===== src/rtl/fsp_pkg.sv =====
package fsp_pkg;

  localparam int STAT_W = 8;
  localparam int BIT_BUSY = 0;
  localparam int BIT_WEL  = 1;
  localparam int BIT_BPL  = 2;
  localparam int BIT_BPH  = 3;
  localparam int BIT_LOCK = 7;

  typedef enum logic [2:0] {
    OP_NONE = 3'd0,
    OP_ARM  = 3'd1,
    OP_DISARM = 3'd2,
    OP_SWR  = 3'd3,
    OP_PROG = 3'd4,
    OP_SERS = 3'd5,
    OP_BERS = 3'd6,
    OP_MULTI = 3'd7
  } op_t;

  // quarter index is the top two address bits; 3 is the highest quarter
  function automatic logic quarter_guarded(input logic [1:0] code, input logic [1:0] quarter);
    logic g;
    case (code)
      2'b00:   g = 1'b0;
      2'b01:   g = (quarter == 2'b11);
      2'b10:   g = quarter[1];
      default: g = 1'b1;
    endcase
    return g;
  endfunction

endpackage


===== src/rtl/fsp_cmd_decode.sv =====
module fsp_cmd_decode
  import fsp_pkg::*;
(
  input  logic cmd_wren,
  input  logic cmd_wrdi,
  input  logic cmd_wrsr,
  input  logic cmd_pp,
  input  logic cmd_se,
  input  logic cmd_be,
  output op_t  op,
  output logic any_strobe
);

  localparam int N_STROBE = 6;

  logic [N_STROBE-1:0] strobes;
  logic [$clog2(N_STROBE+1)-1:0] hits;

  assign strobes = {cmd_be, cmd_se, cmd_pp, cmd_wrsr, cmd_wrdi, cmd_wren};

  always_comb begin
    hits = '0;
    for (int i = 0; i < N_STROBE; i++) begin
      hits = hits + {{($clog2(N_STROBE+1)-1){1'b0}}, strobes[i]};
    end
  end

  assign any_strobe = |strobes;

  always_comb begin
    op = OP_NONE;
    if (hits > 1) begin
      op = OP_MULTI;
    end else begin
      unique case (1'b1)
        cmd_wren: op = OP_ARM;
        cmd_wrdi: op = OP_DISARM;
        cmd_wrsr: op = OP_SWR;
        cmd_pp:   op = OP_PROG;
        cmd_se:   op = OP_SERS;
        cmd_be:   op = OP_BERS;
        default:  op = OP_NONE;
      endcase
    end
  end

endmodule


===== src/rtl/fsp_guard.sv =====
module fsp_guard
  import fsp_pkg::*;
(
  input  op_t        op,
  input  logic [1:0] quarter,
  input  logic       busy,
  input  logic       wel,
  input  logic [1:0] prot_code,
  input  logic       lock_bit,
  input  logic       wp_n,
  output logic       grant
);

  logic hw_locked;
  logic target_guarded;

  assign hw_locked      = lock_bit & ~wp_n;
  assign target_guarded = quarter_guarded(prot_code, quarter);

  always_comb begin
    grant = 1'b0;
    if (!busy) begin
      case (op)
        OP_ARM, OP_DISARM: grant = 1'b1;
        OP_SWR:            grant = wel & ~hw_locked;
        OP_PROG, OP_SERS:  grant = wel & ~target_guarded;
        OP_BERS:           grant = wel & (prot_code == 2'b00);
        default:           grant = 1'b0;
      endcase
    end
  end

endmodule


===== src/rtl/fsp_status_reg.sv =====
module fsp_status_reg
  import fsp_pkg::*;
(
  input  logic       clk,
  input  logic       rst,
  input  op_t        op,
  input  logic       grant,
  input  logic [2:0] new_bits,   // {lock, prot_hi, prot_lo}
  input  logic       op_done,
  output logic       busy,
  output logic       wel,
  output logic [1:0] prot_code,
  output logic       lock_bit
);

  logic       pend_valid;
  logic [2:0] pend_bits;

  always_ff @(posedge clk) begin
    if (rst) begin
      busy       <= 1'b0;
      wel        <= 1'b0;
      prot_code  <= 2'b00;
      lock_bit   <= 1'b0;
      pend_valid <= 1'b0;
      pend_bits  <= 3'b000;
    end else if (busy) begin
      if (op_done) begin
        busy <= 1'b0;
        wel  <= 1'b0;
        if (pend_valid) begin
          lock_bit   <= pend_bits[2];
          prot_code  <= pend_bits[1:0];
          pend_valid <= 1'b0;
        end
      end
    end else if (grant) begin
      case (op)
        OP_ARM:    wel <= 1'b1;
        OP_DISARM: wel <= 1'b0;
        OP_SWR: begin
          busy       <= 1'b1;
          pend_valid <= 1'b1;
          pend_bits  <= new_bits;
        end
        OP_PROG, OP_SERS, OP_BERS: busy <= 1'b1;
        default: ;
      endcase
    end
  end

endmodule


===== src/rtl/flash_wp_unit.sv =====
module flash_wp_unit
  import fsp_pkg::*;
#(
  parameter int ADDR_W = 17
) (
  input  logic              clk,
  input  logic              rst,
  input  logic              cmd_wren,
  input  logic              cmd_wrdi,
  input  logic              cmd_wrsr,
  input  logic [7:0]        wrsr_data,
  input  logic              cmd_pp,
  input  logic              cmd_se,
  input  logic              cmd_be,
  input  logic [ADDR_W-1:0] cmd_addr,
  input  logic              wp_n,
  input  logic              op_done,
  output logic [7:0]        status,
  output logic              cmd_accept,
  output logic              cmd_reject
);

  localparam int Q_LSB = ADDR_W - 2;

  op_t        op;
  logic       any_strobe;
  logic       grant;
  logic       busy, wel, lock_bit;
  logic [1:0] prot_code;
  logic [1:0] quarter;
  logic       unused_bits;

  assign quarter     = cmd_addr[ADDR_W-1:Q_LSB];
  assign unused_bits = ^{cmd_addr[Q_LSB-1:0], wrsr_data[6:4], wrsr_data[1:0]};

  fsp_cmd_decode u_dec (
    .cmd_wren   (cmd_wren),
    .cmd_wrdi   (cmd_wrdi),
    .cmd_wrsr   (cmd_wrsr),
    .cmd_pp     (cmd_pp),
    .cmd_se     (cmd_se),
    .cmd_be     (cmd_be),
    .op         (op),
    .any_strobe (any_strobe)
  );

  fsp_guard u_guard (
    .op        (op),
    .quarter   (quarter),
    .busy      (busy),
    .wel       (wel),
    .prot_code (prot_code),
    .lock_bit  (lock_bit),
    .wp_n      (wp_n),
    .grant     (grant)
  );

  fsp_status_reg u_sreg (
    .clk       (clk),
    .rst       (rst),
    .op        (op),
    .grant     (grant),
    .new_bits  ({wrsr_data[BIT_LOCK], wrsr_data[BIT_BPH], wrsr_data[BIT_BPL]}),
    .op_done   (op_done),
    .busy      (busy),
    .wel       (wel),
    .prot_code (prot_code),
    .lock_bit  (lock_bit)
  );

  always_ff @(posedge clk) begin
    if (rst) begin
      cmd_accept <= 1'b0;
      cmd_reject <= 1'b0;
    end else begin
      cmd_accept <= any_strobe & grant;
      cmd_reject <= any_strobe & ~grant;
    end
  end

  always_comb begin
    status           = '0;
    status[BIT_BUSY] = busy;
    status[BIT_WEL]  = wel;
    status[BIT_BPL]  = prot_code[0];
    status[BIT_BPH]  = prot_code[1];
    status[BIT_LOCK] = lock_bit;
  end

endmodule


===== config.mk =====
export PLATFORM = sky130hd
export DESIGN_NAME = flash_wp_unit
export DESIGN_NICKNAME = d
export VERILOG_FILES = /design/src/rtl/fsp_pkg.sv /design/src/rtl/fsp_cmd_decode.sv /design/src/rtl/fsp_guard.sv /design/src/rtl/fsp_status_reg.sv /design/src/rtl/flash_wp_unit.sv
export SDC_FILE = /design/constraint.sdc
export NUM_CORES = 1
export LEC_CHECK = 0
export ABC_AREA = 1
export BUFFER_PORTS_ARGS = -buffer_cell sky130_fd_sc_hd__buf_2
export CORE_MARGIN = 1
export CORE_UTILIZATION = 44
export CTS_CLUSTER_SIZE = 14
export DETAILED_ROUTE_END_ITERATION = 7
export GPL_ROUTABILITY_DRIVEN = 0
export PLACE_DENSITY = 0.78
export SETUP_SLACK_MARGIN = 0.5
export SYNTH_ARGS = -nofsm -noshare
export SYNTH_HDL_FRONTEND = slang
export SYNTH_SLANG_ARGS = --single-unit

===== constraint.sdc =====
create_clock -name clk -period 3.7 [get_ports clk]
set_input_delay 0.74 -clock clk [delete_from_list [all_inputs] [get_ports clk]]
set_output_delay 0.74 -clock clk [all_outputs]
set_load 0.05 [all_outputs]

==> results.toml <==
[outcome]
status = "completed"

[sta]
drv_slew = 0
fmax_mhz = 297
finalCritPeriodShare_pct = 91.1
fin_skew_ps = 0.462
worst_slack_ps = 329
fin_crit_ps = 3370
setup_viol = 0
setup-tns-final_ps = 0
hold_violations = 0
rsz0062_at_grt = "true"
worst_hold_slack_ps = 460

[power]
p_sw_uw = 96.9
p_clk_share_pct = 25.5
pwr-share-seq_pct = 39.4
p_per_area_nw_per_um2 = 271
vdd_ir_drop_max_uv = 285
combPwrFrac_pct = 35.1
intPower_uw = 207
p_leak_uw = 0.000528
switching_share_pct = 31.9

[global_route]
grt_remaining_overflow = 0
track_usage_pct = 19.2
grt_pass1_vias = 731
antenna_found_initial = 0
grt_max_degree = 9
grt_pass1_wl_um = 2940

[drt]
detail-route-antenna-nets = 0
firstDrtPassIters = 4
routed_wl_um = 1790
viasPerCell = 4.77
vias = 811
avgRoutedWirePerCell_um = 10.5
drc = 0
initialDrtViolationCount = 11

[clocking]
postCtsHoldBufs = 0
numCtsBuffers = 3
root_buffer = "clkbuf_4"
cts_tree = "done"
max-clock-path-buffers = 2
clkSinkCount = 11
clk_pin_slew_worst_paths_ps = 60
clock_latency_ps = 260
htreeDepth = 1

[floorplanning]
core_area_um2 = 1760
die_height_um = 46.0
start_util_pct = 48.4
die_w_um = 46.0
dieArea_um2 = 2120
io_pins = 45
std_cell_rows = 15

[finish]
syn_to_final_growth_pct = 31.2
postLayoutCoreUtil_pct = 63.5
finalNonFillerCells = 170
layout.nets = 186
diodes = 0
fillCellCount = 152
drive_gt1_share_pct = 44.1

[synth]
ys_top_cells_by_count = "inv_1 (23), nand2_1 (14), nor2_1 (12)"
syn_inst = 117
yosysTopAreaCellShare_pct = 25.8
synthArstFlopShare_pct = 0
yosysWarnings = 0
synth_top_area_cell = "dfxtp_1"
synth.distinct_cells = 25
synth.avg_cell_area_um2 = 7.29
synth-main-ff-cell = "dfxtp_1"
netlist_area_um2 = 853
synth-seq-cells = 11
ys_seq_area_share_pct = 25.8
yosysMostFrequentCell = "inv_1"
synth_edf_count = 0
synth.area.top_cells = "dfxtp_1 (26%), inv_1 (10%), nand2_1 (6.2%), nand3_4 (6.2%), buf_4 (5.3%)"

[placement]
dp.final_hpwl_um = 1290
dp_cells = 159
preCtsSetupSlack_ps = -64.7
port_buffers = 21

[min_path]
hold_path_class = "flip-flop to flip-flop"

[critical_path]
crit_chain = "buf_8 -> inv_8 -> ha_4 -> inv_2 -> fa_1 -> inv_2 -> ha_4 -> a21oi_2 -> fa_1 -> nand2_2 -> nor2_2 -> nand4_1 -> nand3_2 -> nand2_2 -> clkinv_2 -> nand2_2 -> nand2_4 -> nand3_4 -> nand2_2 -> inv_1 -> nor2_1"
critPathMaxFanout = 6
critPathArrivalTime_ps = 3570
startpoint_type = "primary input"
cpMostUsedCell = "nand2_2"
path_class = "primary input to flip-flop"
max_stage_delay_ps = 500
slowest_stage = "fa_1"
cp.required_ps = 3900
end_kind = "flip-flop"

[flow_run]
maxCapViolations = 0
critical path: cells and delay by family:
family / cells / cell delay, ps
simple gates: 10 / 1000
buf+inv: 6 / 280
compound gates: 1 / 50
fa+ha+maj: 4 / 1490
state kept, by name, summed over array words and instances, names as in the netlist:
signal and cells:
u_sreg.pend_bits 3, u_sreg.prot_code 2, cmd_accept 1, cmd_reject 1
u_sreg.busy 1, u_sreg.lock_bit 1, u_sreg.pend_valid 1, u_sreg.wel 1
stage by stage:
step / total power, uW / cell area, um^2
2_1_floorplan: 184 / 892
3_3_place_gp: 200 / 983
3_5_place_dp: 203 / 983
4_1_cts: 300 / 1100
5_1_grt: 324 / 1120
6_report: 303 / 1120
layout make-up:
| cell class | instances | area (um^2) | area share (%) |
|---|---|---|---|
| Inverter | 27 | 120 | 10.7 |
| Multi-Input combinational cell | 75 | 544 | 48.6 |
| Tap cell | 25 | 31.3 | 2.79 |
| Sequential cell | 11 | 220 | 19.7 |
| Timing Repair Buffer | 28 | 178 | 15.9 |
| Clock buffer | 4 | 26.3 | 2.35 |
timing repair:
action	4_1_cts	5_1_grt
gates resized for setup	10	5
endpoints found under the setup margin	7	8
buffers inserted	7	0
pin swaps	13	9
path summary, 6_finish.rpt:
path | depth (start not counted) | start | to | slack [ps]
min | 2 | u_sreg.pend_valid | u_sreg.pend_valid | 460
max | 21 | cmd_wrdi | u_sreg.pend_bits[1] | 330
max reg2reg | 10 | u_sreg.lock_bit | u_sreg.pend_bits[0] | 2390
min reg2reg | 2 | u_sreg.pend_valid | u_sreg.pend_valid | 460
routing by layer:
layer	GRT usage, %	vias to the layer above	wire [um]
met2	33.2	19	918
met5	0	-	0
li1	-	415	-
met1	24.2	375	792
met4	1.76	0	7
met3	5.95	2	71
placed cells by master (no fill, tap or decap), types with 2 or more instances in the layout:
cell and n:
inv_2 3, nand3_4 3, ha_4 2, buf_2 19, o21ai_0 3, nand2_1 12, inv_1 20, nand3_2 4
nand2_2 7, nor2_2 4, nand4_1 5, dfxtp_1 11, nand3_1 3, nor2_1 11, buf_8 2, clkbuf_4 3
inv_8 2, conb_1 3, a21oi_1 7, buf_4 7, fa_1 2
cell families after synthesis:
kind of cell	synth area share, %
simple gates	37.8
other cells	0.439
fa+ha+maj	9.09
compound gates	9.68
flops	25.8
buf+inv	17.2
power by group through the flow:
stage / logic (uW) / clock network (uW) / registers (uW)
2_1_floorplan: 58.8 / 0 / 125
3_3_place_gp: 77.5 / 0 / 122
3_5_place_dp: 80.3 / 0 / 122
4_1_cts: 99.5 / 80.7 / 119
5_1_grt: 118 / 86.6 / 119
6_report: 107 / 77.4 / 120
No activity file was read; power rests on OpenSTA's default activity.
